**src/rtl/afe_pkg.sv**
```systemverilog
package afe_pkg;
  localparam int NFLAG   = 3;
  localparam int F_TXOVF = 0;
  localparam int F_RXUDF = 1;
  localparam int F_RXOVF = 2;

  function automatic int cnt_width(input int depth);
    return $clog2(depth + 1);
  endfunction
endpackage

```
**src/rtl/afe_fifo.sv**
```systemverilog
module afe_fifo #(
  parameter int W     = 16,
  parameter int DEPTH = 8,
  localparam int AW   = (DEPTH > 1) ? $clog2(DEPTH) : 1,
  localparam int CW   = $clog2(DEPTH + 1)
) (
  input  logic          clk,
  input  logic          rst_n,
  input  logic          push,
  input  logic [W-1:0]  din,
  input  logic          pop,
  output logic [W-1:0]  dout,
  output logic [CW-1:0] count,
  output logic          full,
  output logic          empty
);
  localparam logic [AW-1:0] LAST = AW'(DEPTH - 1);

  function automatic logic [AW-1:0] ptr_step(input logic [AW-1:0] p);
    return (p == LAST) ? '0 : p + 1'b1;
  endfunction

  logic [W-1:0]  mem [DEPTH];
  logic [AW-1:0] wptr, rptr;
  logic          do_push, do_pop;

  assign full    = (count == CW'(DEPTH));
  assign empty   = (count == '0);
  assign do_push = push && !full;
  assign do_pop  = pop && !empty;
  assign dout    = mem[rptr];

  always_ff @(posedge clk) begin
    if (!rst_n) begin
      wptr  <= '0;
      rptr  <= '0;
      count <= '0;
    end else begin
      if (do_push) wptr <= ptr_step(wptr);
      if (do_pop)  rptr <= ptr_step(rptr);
      if (do_push && !do_pop)      count <= count + 1'b1;
      else if (do_pop && !do_push) count <= count - 1'b1;
    end
  end

  always_ff @(posedge clk) begin
    if (do_push) mem[wptr] <= din;
  end

  AST_CNT_LIMIT: assert property (@(posedge clk) disable iff (!rst_n)
    count <= CW'(DEPTH));
  AST_FULL_NO_GROW: assert property (@(posedge clk) disable iff (!rst_n)
    (full && !pop) |=> full);
endmodule

```
**src/rtl/afe_rx_buf.sv**
```systemverilog
module afe_rx_buf #(
  parameter int W = 16
) (
  input  logic         clk,
  input  logic         rst_n,
  input  logic         in_push,
  input  logic [W-1:0] in_data,
  input  logic         q_full,
  output logic         out_push,
  output logic [W-1:0] out_data,
  output logic         ovf_evt
);
  logic buf_valid;

  assign out_push = buf_valid && !q_full;
  assign ovf_evt  = in_push && buf_valid && !out_push;

  always_ff @(posedge clk) begin
    if (!rst_n) begin
      buf_valid <= 1'b0;
      out_data  <= '0;
    end else if (in_push) begin
      buf_valid <= 1'b1;
      out_data  <= in_data;
    end else if (out_push) begin
      buf_valid <= 1'b0;
    end
  end

  AST_OVF_REPLACE: assert property (@(posedge clk) disable iff (!rst_n)
    ovf_evt |=> (buf_valid && out_data == $past(in_data)));
endmodule

```
**src/rtl/afe_err_flags.sv**
```systemverilog
module afe_err_flags #(
  parameter int N = 3
) (
  input  logic         clk,
  input  logic         rst_n,
  input  logic [N-1:0] evt,
  input  logic         clr_wr,
  input  logic [N-1:0] clr_wdata,
  input  logic         en_wr,
  input  logic [N-1:0] en_wdata,
  output logic [N-1:0] flags,
  output logic         irq
);
  logic [N-1:0] irq_en;

  function automatic logic flag_next(input logic cur, input logic set,
                                     input logic wr, input logic keep);
    return set || (cur && !(wr && !keep));
  endfunction

  always_ff @(posedge clk) begin
    if (!rst_n)     irq_en <= '0;
    else if (en_wr) irq_en <= en_wdata;
  end

  for (genvar i = 0; i < N; i++) begin : g_flag
    always_ff @(posedge clk) begin
      if (!rst_n) flags[i] <= 1'b0;
      else        flags[i] <= flag_next(flags[i], evt[i], clr_wr, clr_wdata[i]);
    end

    AST_SET_WINS: assert property (@(posedge clk) disable iff (!rst_n)
      evt[i] |=> flags[i]);
    AST_FLAG_STICKY: assert property (@(posedge clk) disable iff (!rst_n)
      (flags[i] && !(clr_wr && !clr_wdata[i])) |=> flags[i]);
    AST_FLAG_CLEAR: assert property (@(posedge clk) disable iff (!rst_n)
      (clr_wr && !clr_wdata[i] && !evt[i]) |=> !flags[i]);
  end

  assign irq = |(flags & irq_en);

  AST_IRQ_SOURCE: assert property (@(posedge clk) disable iff (!rst_n)
    irq |-> (flags != '0));
endmodule

```
**src/rtl/audio_err_stat.sv**
```systemverilog
module audio_err_stat #(
  parameter int W        = 16,
  parameter int TX_DEPTH = 8,
  parameter int RX_DEPTH = 8,
  localparam int TCW     = afe_pkg::cnt_width(TX_DEPTH),
  localparam int RCW     = afe_pkg::cnt_width(RX_DEPTH),
  localparam int STW     = 4 + TCW + RCW
) (
  input  logic                     clk,
  input  logic                     rst_n,
  input  logic                     cpu_tx_wr,
  input  logic [W-1:0]             cpu_tx_data,
  input  logic                     cpu_rx_rd,
  output logic [W-1:0]             cpu_rx_data,
  input  logic                     cpu_flag_wr,
  input  logic [afe_pkg::NFLAG-1:0] cpu_flag_wdata,
  input  logic                     cpu_en_wr,
  input  logic [afe_pkg::NFLAG-1:0] cpu_en_wdata,
  output logic [STW-1:0]           stat_rdata,
  output logic                     irq,
  input  logic                     ser_tx_pop,
  output logic [W-1:0]             ser_tx_data,
  output logic                     ser_tx_valid,
  input  logic                     ser_rx_push,
  input  logic [W-1:0]             ser_rx_data
);
  import afe_pkg::*;

  logic [TCW-1:0]   tx_cnt;
  logic [RCW-1:0]   rx_cnt;
  logic             tx_full, tx_empty, rx_full, rx_empty;
  logic             rx_drain;
  logic [W-1:0]     rx_buf_data;
  logic             tx_ovf_evt, rx_udf_evt, rx_ovf_evt;
  logic [NFLAG-1:0] err_evt, flags;

  assign tx_ovf_evt = cpu_tx_wr && tx_full;
  assign rx_udf_evt = cpu_rx_rd && rx_empty;

  afe_fifo #(.W(W), .DEPTH(TX_DEPTH)) u_txq (
    .clk(clk), .rst_n(rst_n),
    .push(cpu_tx_wr), .din(cpu_tx_data),
    .pop(ser_tx_pop), .dout(ser_tx_data),
    .count(tx_cnt), .full(tx_full), .empty(tx_empty)
  );
  assign ser_tx_valid = !tx_empty;

  afe_rx_buf #(.W(W)) u_rxbuf (
    .clk(clk), .rst_n(rst_n),
    .in_push(ser_rx_push), .in_data(ser_rx_data),
    .q_full(rx_full), .out_push(rx_drain), .out_data(rx_buf_data),
    .ovf_evt(rx_ovf_evt)
  );

  afe_fifo #(.W(W), .DEPTH(RX_DEPTH)) u_rxq (
    .clk(clk), .rst_n(rst_n),
    .push(rx_drain), .din(rx_buf_data),
    .pop(cpu_rx_rd), .dout(cpu_rx_data),
    .count(rx_cnt), .full(rx_full), .empty(rx_empty)
  );

  always_comb begin
    err_evt          = '0;
    err_evt[F_TXOVF] = tx_ovf_evt;
    err_evt[F_RXUDF] = rx_udf_evt;
    err_evt[F_RXOVF] = rx_ovf_evt;
  end

  afe_err_flags #(.N(NFLAG)) u_flags (
    .clk(clk), .rst_n(rst_n),
    .evt(err_evt),
    .clr_wr(cpu_flag_wr), .clr_wdata(cpu_flag_wdata),
    .en_wr(cpu_en_wr), .en_wdata(cpu_en_wdata),
    .flags(flags), .irq(irq)
  );

  assign stat_rdata = {rx_cnt, tx_cnt, 1'b0, flags};

  AST_TX_REJECT: assert property (@(posedge clk) disable iff (!rst_n)
    (tx_ovf_evt && !ser_tx_pop) |=> $stable(tx_cnt));
  AST_UDF_NO_CHANGE: assert property (@(posedge clk) disable iff (!rst_n)
    (rx_udf_evt && !rx_drain) |=> (rx_cnt == '0));
  AST_EVT_SETS: assert property (@(posedge clk) disable iff (!rst_n)
    tx_ovf_evt |=> stat_rdata[F_TXOVF]);
endmodule

```
**config.mk**
```make
export PLATFORM = sky130hd
export DESIGN_NAME = audio_err_stat
export DESIGN_NICKNAME = d
export VERILOG_FILES = /design/src/rtl/afe_pkg.sv /design/src/rtl/afe_fifo.sv /design/src/rtl/afe_rx_buf.sv /design/src/rtl/afe_err_flags.sv /design/src/rtl/audio_err_stat.sv
export SDC_FILE = /design/constraint.sdc
export NUM_CORES = 1
export LEC_CHECK = 0
export ABC_CLOCK_PERIOD_IN_PS = 4050
export BUFFER_PORTS_ARGS = -buffer_cell sky130_fd_sc_hd__buf_2
export CAP_MARGIN = 25
export CORE_MARGIN = 10
export CORE_UTILIZATION = 45
export CTS_CLUSTER_SIZE = 28
export DETAILED_ROUTE_END_ITERATION = 10
export PLACE_DENSITY = 0.62
export SETUP_SLACK_MARGIN = 0.5
export SLEW_MARGIN = 20
export SYNTH_ARGS = -nofsm -noshare
export SYNTH_HDL_FRONTEND = slang
export SYNTH_HIERARCHICAL = 1
export SYNTH_SLANG_ARGS = --single-unit
```
**constraint.sdc**
```tcl
create_clock -name clk -period 4.05 [get_ports clk]
set_input_delay 0.81 -clock clk [delete_from_list [all_inputs] [get_ports clk]]
set_output_delay 0.81 -clock clk [all_outputs]
set_load 0.005 [all_outputs]
```
==> flow_metrics.env, run 1 <==
export IMPL_power_ir_vdd_worst_mv=0.414
export IMPL_critical_path_depth=4
export IMPL_cts_tree="yes"
export IMPL_areaGrowthSynthToFinish_pct=15.9
export IMPL_synthesis_nets=668
export IMPL_cts_path_max_buffers=3
export IMPL_netlist_area_um2=12200
export IMPL_gp_congestion=0.746
export IMPL_drt_first_iter_violations=249
export IMPL_report_final_hold_viol_count=0
export IMPL_htree_num_levels=1
export IMPL_floorplan_die_area_um2=34000
export IMPL_grt_busiest_layer="met2"
export IMPL_floorplan_initialDensity_pct=45.4
export IMPL_worst_slew_margin_rel_pct=33.2
export IMPL_power_total_uw=8030
export IMPL_setup_violations=0
export IMPL_worst_hold_path_depth=3
export IMPL_wl_mm=23.4
export IMPL_numCtsBuffers=31
export IMPL_min_from="cpu_flag_wdata[0]"
export IMPL_worst_r2r_startpoint="u_rxq/count[0]"
export IMPL_die_width_um=184
export IMPL_drt_first_pass_iters=4
export IMPL_critical_path_reg2reg_endpoint="u_rxq/count[3]"
export IMPL_hold_path_end="u_flags/flags[0]"
export IMPL_critical_path_top_delay_family="multiplexers"
export IMPL_largest_net_degree_at_the_start_of_global_routing=46
export IMPL_hold_bufs_at_cts=0
export IMPL_number_of_global_route_vias_before_repair=6317
export IMPL_total_power_density_per_cell_area_nw_per_um2=569
export IMPL_crit_chain="buf_4 > mux4_1 > mux2_2 > buf_2"
export IMPL_finalMaxSlewViolations=0
export IMPL_antenna_found_initial=3
export IMPL_achievable_freq_ghz=0.311
export IMPL_r2r_worst_path_cells=12
export IMPL_std_cell_rows=60
export IMPL_root_buffer="sky130_fd_sc_hd__clkbuf_16"
export IMPL_setup_tns_ns=0
export IMPL_use_met1_pct=15.4
export IMPL_finalWorstPathRequiredPeriod_ns=3.22
export IMPL_flip_flop_and_latch_count_after_synthesis=305
export IMPL_period_share_pct=79.5
export IMPL_syn_inst_count=606
export IMPL_routed_vias_inst=5.36
export IMPL_fillCellCount=2104
export IMPL_yosysUniqueCellTypes=38
export IMPL_globalRoute_totalOverflow=0
export IMPL_critical_path_max_stage_delay_ns=0.64
export IMPL_synth_seq_area_share_pct=71.2
export IMPL_antenna_left=0
export IMPL_grt_pass1_wl_mm=35.7
export IMPL_globalRouteMet3Util_pct=3.17
export IMPL_top_level_ports=92
export IMPL_post_cts_buffers=0
export IMPL_required_ns=3.24
export IMPL_finClkSkew_ns=0.00594
export IMPL_ctsResizeCount=0
export IMPL_start_kind="flop"
export IMPL_yosysWarningCount=6
export IMPL_detailedPlacementHpwl_mm=13.8
export IMPL_die_h_um=184
export IMPL_run_status="completed"
export IMPL_cp_end_kind="output pin"
export IMPL_io_buffers=90
export IMPL_layout_core_utilization_pct=52.7
export IMPL_transition_time_at_the_pin_with_the_least_slew_margin_ns=0.999
export IMPL_setup_repair_after_global_routing_missed_its_margin="false"
export IMPL_worst_r2r_setup_slack_ns=1.24
export IMPL_vias=5816
export IMPL_worst_hold_slack_ns=0.503
export IMPL_mean_instance_size_in_the_synthesized_netlist_um2=20.1
export IMPL_hp_class="input pin to flop"
export IMPL_insertion_delay_ns=0.54
export IMPL_crit_type="flop to output pin"
export IMPL_finish_cell_count_without_fillers=1086
export IMPL_total_leakage_power_uw=0.00495
export IMPL_clk_pin_slew_worst_paths_ns=0.06
export IMPL_clock_sinks=305
export IMPL_crit_slowest_cell="sky130_fd_sc_hd__mux4_1"
export IMPL_grtUsageMet2_pct=25.5
export IMPL_avgRoutedWirePerCell_um=21.5
export IMPL_core_region_area_um2=26800
export IMPL_max_cap_violations=0
export IMPL_path_buf_inv=2
export IMPL_numPlacedInstances=1025
export IMPL_final_layout_size_suffix_gt1_share_pct=28.4
export IMPL_global_route_usage_total_pct=13.7
export IMPL_cp_arrival_ns=2.41
export IMPL_drc_errors=0
export IMPL_layout_nets=782
export IMPL_crit_fanout=32
## metal layers
layer	part of all wire (%)	wire length, µm
met1	39	9060
met2	54	12600
met3	5.4	1260
met4	1.7	392
met5	0.090	21
## area by class of cell
| type | instances | area (µm²) | area share, % |
|---|---|---|---|
| sequential | 305 | 8670 | 61.4 |
| multi-input combinational | 267 | 3360 | 23.8 |
| clock buffer | 37 | 808 | 5.73 |
| timing repair buffer | 109 | 612 | 4.33 |
| tap | 341 | 427 | 3.02 |
| clock inverter | 20 | 211 | 1.50 |
| inverter | 6 | 22.5 | 0.160 |
| antenna | 1 | 2.50 | 0.0177 |
## where the power goes
group | internal, µW | switching (µW) | total (µW)
clock network | 1680 | 1130 | 2810
registers | 3590 | 151 | 3740
logic | 784 | 700 | 1480
total | 6050 | 1980 | 8030
## worst max path at each step
stage                               from         endpoint
after floorplan           u_rxq/count[0]  u_rxq/mem[0][0]
after global placement         cpu_tx_wr   u_txq/count[3]
after detailed placement       cpu_tx_wr   u_txq/count[3]
after CTS                           flop  ser_tx_data[14]
after global routing                flop   cpu_rx_data[1]
final                               flop   cpu_rx_data[1]
## Yosys cell counts, drive strengths merged
library cell,count,share of area (%)
a222oi,1,0.082
a31oi,2,0.10
mux4,64,14
inv,6,0.18
nor3,12,0.58
nor3b,5,0.31
a21bo,2,0.16
nand2,18,0.55
buf,21,1.5
dfxtp,49,8.1
nor2,11,0.34
mux2,32,3.0
a21oi,7,0.29
mux2i,25,2.1
nand2b,6,0.31
and2,8,0.41
ha,14,1.4
clkbuf,7,0.24
a211oi,2,0.12
nand3,2,0.082
nor4,4,0.21
conb,1,0.031
o21ai,5,0.21
o41ai,2,0.45
nor2b,29,1.5
edfxtp,256,63
xnor2,4,0.29
a21boi,6,0.37
or3,2,0.10
and3,1,0.062
fa,2,0.33
## logic make-up (layout without fill, tap and decap cells)
| group | after synthesis | count (layout) | share of synthesized area, % |
|---|---|---|---|
| flops | 305 | 305 | 71.2 |
| mux | 121 | 121 | 18.6 |
| simple gates | 98 | 98 | 4.44 |
| buf+inv | 34 | 172 | 1.91 |
| compound gates | 27 | 27 | 1.79 |
| fa+ha+maj | 16 | 16 | 1.77 |
| xor+xnor | 4 | 4 | 0.288 |
| other cells | 1 | 2 | 0.0308 |
## tightest hold or removal path: stages
cell	delay (ns)
sky130_fd_sc_hd__buf_2	0.08
sky130_fd_sc_hd__nor3b_1	0.04
sky130_fd_sc_hd__nor2_1	0.08
## stage by stage
step | setup slack (ns) | cell area [µm²]
2_1_floorplan | 0.850 | 12200
3_3_place_gp | 1.31 | 13100
3_5_place_dp | 1.24 | 13100
4_1_cts | 0.784 | 14100
5_1_grt | 0.682 | 14100
6_report | 0.830 | 14100
## sequential cells by signal, indices dropped and copies added, names as in the netlist, named ones only
register           flops
u_flags/flags          3
u_txq/count            4
u_txq/wptr             3
u_rxq/mem            128
u_rxq/rptr             3
u_rxq/wptr             3
u_rxq/count            4
u_rxbuf/buf_valid      1
u_flags/irq_en         3
u_rxbuf/out_data      16
u_txq/rptr             3
u_txq/mem            128
## placed cells by master, fill, tap and decap left out, types with 5 or more instances in the layout
cell type                   instances
sky130_fd_sc_hd__mux2_2            32
sky130_fd_sc_hd__nand2_1           18
sky130_fd_sc_hd__ha_1              14
sky130_fd_sc_hd__nand2b_1           6
sky130_fd_sc_hd__buf_4             16
sky130_fd_sc_hd__clkbuf_1           5
sky130_fd_sc_hd__nor2b_1           29
sky130_fd_sc_hd__o21ai_0            5
sky130_fd_sc_hd__buf_2             90
sky130_fd_sc_hd__nor2_1            11
sky130_fd_sc_hd__edfxtp_1         256
sky130_fd_sc_hd__mux4_1            56
sky130_fd_sc_hd__and2_1             8
sky130_fd_sc_hd__a21oi_1            7
sky130_fd_sc_hd__inv_1              6
sky130_fd_sc_hd__clkinv_1           7
sky130_fd_sc_hd__nor3b_1            5
sky130_fd_sc_hd__nor3_4             6
sky130_fd_sc_hd__clkbuf_16         31
sky130_fd_sc_hd__mux4_2             8
sky130_fd_sc_hd__mux2i_1           25
sky130_fd_sc_hd__dfxtp_1           49
Power figures use the tool's default switching activity.
==> run 2, diff against run 1 <==
--- a/config.mk
+++ b/config.mk
@@ -5,7 +5,7 @@
 export SDC_FILE = /design/constraint.sdc
 export NUM_CORES = 1
 export LEC_CHECK = 0
-export ABC_CLOCK_PERIOD_IN_PS = 4050
+export ABC_CLOCK_PERIOD_IN_PS = 3100
 export BUFFER_PORTS_ARGS = -buffer_cell sky130_fd_sc_hd__buf_2
 export CAP_MARGIN = 25
 export CORE_MARGIN = 10
==> constraint.sdc (replaced) <==
create_clock -name clk -period 3.1 [get_ports clk]
set_input_delay 0.62 -clock clk [delete_from_list [all_inputs] [get_ports clk]]
set_output_delay 0.62 -clock clk [all_outputs]
set_load 0.005 [all_outputs]
==> run 2 against run 1 <==
Clock skew increased by 0.0094 ns. Combinational power increased by 72%. Flip-flop and latch count unchanged. Register-to-register slack got worse by 0.53 ns. Routed wire length increased by 5.4%. Global-route usage increased by 0.24 points. Die area unchanged. Largest cell class unchanged. Critical path type unchanged.
==> flow_metrics.env, run 2 (synthesis gave the netlist of run 1 again) <==
export IMPL_antenna_left=0
export IMPL_antenna_found_initial=1
export IMPL_core_region_area_um2=26800
export IMPL_clk_pin_slew_worst_paths_ns=0.06
export IMPL_avgRoutedWirePerCell_um=22.4
export IMPL_floorplan_die_area_um2=34000
export IMPL_worst_r2r_setup_slack_ns=0.71
export IMPL_hold_path_end="u_flags/flags[0]"
export IMPL_numCtsBuffers=31
export IMPL_cts_path_max_buffers=3
export IMPL_number_of_global_route_vias_before_repair=6264
export IMPL_total_power_density_per_cell_area_nw_per_um2=776
export IMPL_drt_first_pass_iters=4
export IMPL_io_buffers=90
export IMPL_floorplan_initialDensity_pct=45.4
export IMPL_largest_net_degree_at_the_start_of_global_routing=46
export IMPL_fillCellCount=2076
export IMPL_root_buffer="sky130_fd_sc_hd__clkbuf_16"
export IMPL_gp_congestion=0.750
export IMPL_finalMaxSlewViolations=0
export IMPL_r2r_worst_path_cells=12
export IMPL_power_ir_vdd_worst_mv=0.615
export IMPL_setup_repair_after_global_routing_missed_its_margin="true"
export IMPL_global_route_usage_total_pct=13.9
export IMPL_reg_top3="u_rxq/mem (128), u_txq/mem (128), u_rxbuf/out_data (16)"
export IMPL_layout_nets=795
export IMPL_setup_tns_ns=0
export IMPL_setup_violations=0
export IMPL_worst_r2r_startpoint="u_rxq/count[0]"
export IMPL_min_from="cpu_flag_wdata[0]"
export IMPL_clock_sinks=305
export IMPL_required_ns=2.48
export IMPL_worst_hold_path_depth=3
export IMPL_routed_vias_inst=5.37
export IMPL_transition_time_at_the_pin_with_the_least_slew_margin_ns=0.809
export IMPL_finClkSkew_ns=0.0153
export IMPL_report_final_hold_viol_count=0
export IMPL_cp_arrival_ns=2.11
export IMPL_drt_first_iter_violations=381
export IMPL_crit_type="flop to output pin"
export IMPL_wl_mm=24.6
export IMPL_finalInstanceArea_um2=14500
export IMPL_die_width_um=184
export IMPL_grt_pass1_wl_mm=36.2
export IMPL_cts_tree="yes"
export IMPL_areaGrowthSynthToFinish_pct=18.8
export IMPL_achievable_freq_ghz=0.366
export IMPL_htree_num_levels=1
export IMPL_insertion_delay_ns=0.55
export IMPL_detailedPlacementHpwl_mm=13.7
export IMPL_vias=5904
export IMPL_most_frequent_standard_cell_in_the_layout_excluding_fill_and_tap_cells="sky130_fd_sc_hd__edfxtp_1"
export IMPL_run_status="completed"
export IMPL_crit_fanout=8
export IMPL_top_level_ports=92
export IMPL_hp_class="input pin to flop"
export IMPL_drc_errors=0
export IMPL_critical_path_reg2reg_endpoint="u_rxq/count[3]"
export IMPL_globalRoute_totalOverflow=0
export IMPL_placement_cell_area_um2=13100
export IMPL_start_kind="flop"
export IMPL_std_cell_rows=60
export IMPL_max_cap_violations=0
export IMPL_total_leakage_power_uw=0.00504
export IMPL_final_layout_size_suffix_gt1_share_pct=38.1
export IMPL_hold_bufs_at_cts=0
export IMPL_most_common_layout_cells="sky130_fd_sc_hd__edfxtp_1, sky130_fd_sc_hd__buf_2, sky130_fd_sc_hd__mux4_2"
export IMPL_period_share_pct=88.0
export IMPL_cp_end_kind="output pin"
export IMPL_finalWorstPathRequiredPeriod_ns=2.73
export IMPL_die_h_um=184
export IMPL_worst_slew_margin_rel_pct=46.1
## run 2: metrics by stage
stage	instances	power, µW	hold WS, ns	util [%]	setup WS (ns)
global route	1099	11700	0.321	54.0	0.292
CTS	1091	10800	0.290	53.1	0.295
global placement	1031	6880	0.506	48.9	0.450
floorplan	606	6340	0.481	-	0.323
detailed placement	1031	6980	0.510	48.9	0.376
finish	1100	11200	0.310	54.0	0.371
## run 2: layout make-up
class	count	area, µm²	area share (%)
multi-input cells	267	3300	22.8
well taps	341	427	2.95
repair buffers	122	986	6.82
clock buffers	32	779	5.39
diodes	1	2.50	0.0173
inverters	6	22.5	0.156
clock inverters	26	267	1.84
flip-flops and latches	305	8680	60.0
## run 2: how the worst max path moves through the flow
stage	to	cells after the start
6_report	cpu_rx_data[11]	4
5_1_grt	cpu_rx_data[11]	4
4_1_cts	ser_tx_data[15]	4
3_5_place_dp	u_rxq/count[3]	12
3_3_place_gp	u_rxq/count[3]	12
2_1_floorplan	u_rxq/mem[2][0]	6
## run 2: worst max-delay path, cell delays in order, from the launching register on
cell	delay, ns
sky130_fd_sc_hd__dfxtp_4	0.43
sky130_fd_sc_hd__buf_12	0.16
sky130_fd_sc_hd__mux4_1	0.55
sky130_fd_sc_hd__mux2_4	0.29
sky130_fd_sc_hd__buf_2	0.13
## run 2: layer usage
| layer | up-vias | global-route usage, % | wire, µm |
|---|---|---|---|
| li1 | 2675 | - | - |
| met1 | 3038 | 16.9 | 10200 |
| met2 | 156 | 24.5 | 12500 |
| met3 | 35 | 2.76 | 1300 |
| met4 | 0 | 4.20 | 600 |
| met5 | - | 0 | 0 |
## run 2: report_power, final
group	switching (µW)	internal (µW)	total, µW	leakage (µW)
Combinational	1040	1490	2540	0.00179
Clock	1500	2240	3740	0.000502
Sequential	248	4700	4950	0.00275
Total	2790	8440	11200	0.00504
## run 2: repair_timing
item                                    4_1_cts  5_1_grt
hold endpoints to repair                      0        0
endpoints found under the setup margin       33       35
cloned                                        2        4
pin swaps                                     0        3
gates resized for setup                      11      112
buffers inserted                              0        4
==> run 3, diff against run 2 <==
--- a/config.mk
+++ b/config.mk
@@ -5,6 +5,7 @@
 export SDC_FILE = /design/constraint.sdc
 export NUM_CORES = 1
 export LEC_CHECK = 0
+export ABC_AREA = 1
 export ABC_CLOCK_PERIOD_IN_PS = 3100
 export BUFFER_PORTS_ARGS = -buffer_cell sky130_fd_sc_hd__buf_2
 export CAP_MARGIN = 25
@@ -12,7 +13,9 @@
 export CORE_UTILIZATION = 45
 export CTS_CLUSTER_SIZE = 28
 export DETAILED_ROUTE_END_ITERATION = 10
-export PLACE_DENSITY = 0.62
+export HOLD_SLACK_MARGIN = 0.05
+export PLACE_DENSITY = 0.61
+export REMOVE_ABC_BUFFERS = 1
 export SETUP_SLACK_MARGIN = 0.5
 export SLEW_MARGIN = 20
 export SYNTH_ARGS = -nofsm -noshare
==> run 3 against run 2 <==
Core utilization is 1.4 points lower. Critical path depth increased by 4. Via count increased by 41%. Synthesized cell count is 98% higher. Total power rose by 8.4%. Clock-buffer cell count increased by 17. Critical path type unchanged.
==> flow_metrics.env, run 3 <==
export IMPL_run_status="completed"
export IMPL_placement_cell_area_um2=13400
export IMPL_antenna_left=0
export IMPL_achievable_freq_ghz=0.401
export IMPL_required_ns=2.48
export IMPL_finalMaxSlewViolations=0
export IMPL_finalWorstPathRequiredPeriod_ns=2.49
export IMPL_total_leakage_power_uw=0.00587
export IMPL_root_buffer="sky130_fd_sc_hd__clkbuf_16"
export IMPL_cp_arrival_ns=1.87
export IMPL_finClkSkew_ns=0.00953
export IMPL_worst_slew_margin_rel_pct=48.8
export IMPL_layout_nets=1365
export IMPL_most_common_layout_cells="sky130_fd_sc_hd__nor2_1, sky130_fd_sc_hd__edfxtp_1, sky130_fd_sc_hd__nand2_1"
export IMPL_yosys_area_top_type="sky130_fd_sc_hd__edfxtp_1"
export IMPL_yosys_top_cells_area="sky130_fd_sc_hd__edfxtp_1, sky130_fd_sc_hd__nor2_1, sky130_fd_sc_hd__dfxtp_1, sky130_fd_sc_hd__nand2_1, sky130_fd_sc_hd__o21ai_1"
export IMPL_antenna_found_initial=2
export IMPL_power_total_uw=12200
export IMPL_transition_time_at_the_pin_with_the_least_slew_margin_ns=0.768
export IMPL_drt_first_iter_violations=451
export IMPL_reg_top3="u_rxq/mem (128), u_txq/mem (128), u_rxbuf/out_data (16)"
export IMPL_synth_seq_area_share_pct=68.7
export IMPL_detailedPlacementHpwl_mm=15.7
export IMPL_crit_fanout=28
export IMPL_start_kind="flop"
export IMPL_areaGrowthSynthToFinish_pct=15.5
export IMPL_period_share_pct=80.4
export IMPL_worst_hold_slack_ns=0.306
export IMPL_worst_r2r_startpoint="u_rxq/count[0]"
export IMPL_crit_type="flop to output pin"
export IMPL_cts_path_max_buffers=3
export IMPL_floorplan_initialDensity_pct=45.6
export IMPL_max_cap_violations=0
export IMPL_netlist_area_leader_share_pct=60.9
export IMPL_r2r_worst_path_cells=14
export IMPL_gp_congestion=0.755
export IMPL_largest_net_degree_at_the_start_of_global_routing=65
export IMPL_wl_mm=28.0
export IMPL_setup_tns_ns=0
export IMPL_cts_tree="yes"
export IMPL_cp_end_kind="output pin"
export IMPL_post_synth_most_frequent_cells="sky130_fd_sc_hd__nor2_1, sky130_fd_sc_hd__edfxtp_1, sky130_fd_sc_hd__nand2_1"
export IMPL_final_seq_area_um2=8670
export IMPL_drc_errors=0
export IMPL_timing_critical_path_to="cpu_rx_data[14]"
export IMPL_postLayoutSetupSlackWorst_ns=0.607
export IMPL_hp_class="input pin to flop"
export IMPL_clk_pin_slew_worst_paths_ns=0.06
export IMPL_globalRoute_totalOverflow=0
export IMPL_worst_r2r_setup_slack_ns=0.91
export IMPL_critical_path_reg2reg_endpoint="u_rxq/count[3]"
export IMPL_netlist_area_um2=12600
export IMPL_yosysUniqueCellTypes=26
export IMPL_mean_instance_size_in_the_synthesized_netlist_um2=10.5
export IMPL_placement_setup_worst_slack_ns=0.872
export IMPL_die_width_um=187
export IMPL_fillCellCount=2417
export IMPL_numCtsBuffers=30
export IMPL_number_of_global_route_vias_before_repair=8194
export IMPL_htree_num_levels=1
export IMPL_setup_repair_after_global_routing_missed_its_margin="true"
export IMPL_vias=8298
export IMPL_total_power_density_per_cell_area_nw_per_um2=835
export IMPL_synth_edff_count=256
export IMPL_most_instantiated_library_cell_after_synthesis="sky130_fd_sc_hd__nor2_1"
export IMPL_synth_main_ff_cell="sky130_fd_sc_hd__edfxtp_1"
export IMPL_clock_sinks=305
export IMPL_multi_input_area_um2=3320
export IMPL_global_route_usage_total_pct=15.2
export IMPL_final_layout_size_suffix_gt1_share_pct=14.2
export IMPL_die_h_um=187
export IMPL_routed_vias_inst=4.86
export IMPL_top_level_ports=92
export IMPL_yosysWarningCount=6
export IMPL_setup_violations=0
export IMPL_asyncSetResetFlopFracSynth_pct=0
export IMPL_std_cell_rows=61
export IMPL_syn_inst_count=1198
export IMPL_insertion_delay_ns=0.53
export IMPL_drt_first_pass_iters=5
export IMPL_io_buffers=90
export IMPL_flip_flop_and_latch_count_after_synthesis=305
export IMPL_floorplan_die_area_um2=35100
export IMPL_grt_pass1_wl_mm=43.3
export IMPL_finalInstanceArea_um2=14600
export IMPL_core_region_area_um2=27700
export IMPL_avgRoutedWirePerCell_um=16.4
export IMPL_report_final_hold_viol_count=0
export IMPL_most_frequent_standard_cell_in_the_layout_excluding_fill_and_tap_cells="sky130_fd_sc_hd__nor2_1"
export IMPL_power_ir_vdd_worst_mv=0.416
## run 3: cell count changes in the layout (fill, tap and decap cells not counted), moves of 9 or more
cell,previous run,this run
sky130_fd_sc_hd__clkbuf_1,1,13
sky130_fd_sc_hd__nand2_1,18,234
sky130_fd_sc_hd__inv_1,5,51
sky130_fd_sc_hd__o21ai_1,0,134
sky130_fd_sc_hd__mux2i_1,25,0
sky130_fd_sc_hd__nor2b_1,29,0
sky130_fd_sc_hd__mux2_4,29,0
sky130_fd_sc_hd__mux4_2,58,0
sky130_fd_sc_hd__inv_2,1,10
sky130_fd_sc_hd__buf_6,26,5
sky130_fd_sc_hd__nor2_1,11,345
sky130_fd_sc_hd__buf_2,65,90
sky130_fd_sc_hd__nor3_2,9,0
## run 3: worst min-delay path by stage
stage	from	to	slack, ns	cells after the start
final	cpu_en_wdata[1]	u_flags/irq_en[1]	0.31	3
after detailed placement	u_flags/irq_en[0]	u_flags/irq_en[0]	0.48	2
after floorplan	u_flags/irq_en[0]	u_flags/irq_en[0]	0.46	2
after global routing	cpu_en_wdata[1]	u_flags/irq_en[1]	0.33	3
after global placement	u_flags/flags[0]	u_flags/flags[0]	0.48	2
after CTS	cpu_en_wdata[1]	u_flags/irq_en[1]	0.29	3
## run 3: logic make-up after synthesis
| kind of cell | share of synthesized area, % |
|---|---|
| buffers and inverters | 5.04 |
| DFF | 68.7 |
| xor gates and xnor gates | 0.139 |
| other | 0.0297 |
| AOI/OAI and AO/OA | 6.32 |
| and+or+nand+nor | 18.1 |
| adders and majority gates | 1.71 |
## run 3: report_power, final
group	internal (µW)	leakage, µW	switching, µW
clock network	2210	0.000491	1430
logic	1300	0.00264	2210
registers	4800	0.00274	219
total	8300	0.00587	3860
## run 3: critical path, stage by stage (launching register included)
cell and delay (ns):
sky130_fd_sc_hd__dfxtp_2 0.38, sky130_fd_sc_hd__clkinvlp_4 0.11, sky130_fd_sc_hd__buf_12 0.15, sky130_fd_sc_hd__clkbuf_16 0.20
sky130_fd_sc_hd__o21ai_1 0.14, sky130_fd_sc_hd__nand2_1 0.06, sky130_fd_sc_hd__nand2_1 0.07, sky130_fd_sc_hd__nand2_1 0.08
sky130_fd_sc_hd__buf_2 0.13
## run 3: cell type report
cell class,count,share of cell area (%)
Sequential cell,305,59.5
Multi-Input combinational cell,775,22.8
Clock buffer,49,6.13
Timing Repair Buffer,126,5.85
Tap cell,378,3.25
Inverter,65,1.73
Clock inverter,7,0.755
Antenna cell,1,0.0172
## run 3: per-layer routing
layer,share of wire (%),vias up,global-route usage [%]
met3,5.7,24,2.61
met2,47,199,25.5
met4,1.1,2,3.08
li1,-,4165,-
met1,46,3908,20.3
met5,0.025,-,0
## run 3: what timing repair did
action / CTS / global route
hold buffers: 0 / 0
gates cloned: 0 / 3
gates resized for setup: 3 / 11
pin swaps: 0 / 0
setup endpoints to repair: 32 / 32
buffers inserted: 1 / 4
## run 3: per-stage QoR
step	instances	utilization, %
after floorplan	1145	-
after global placement	1641	48.4
after detailed placement	1641	48.4
after CTS	1698	52.1
after global routing	1706	52.6
final	1706	52.6
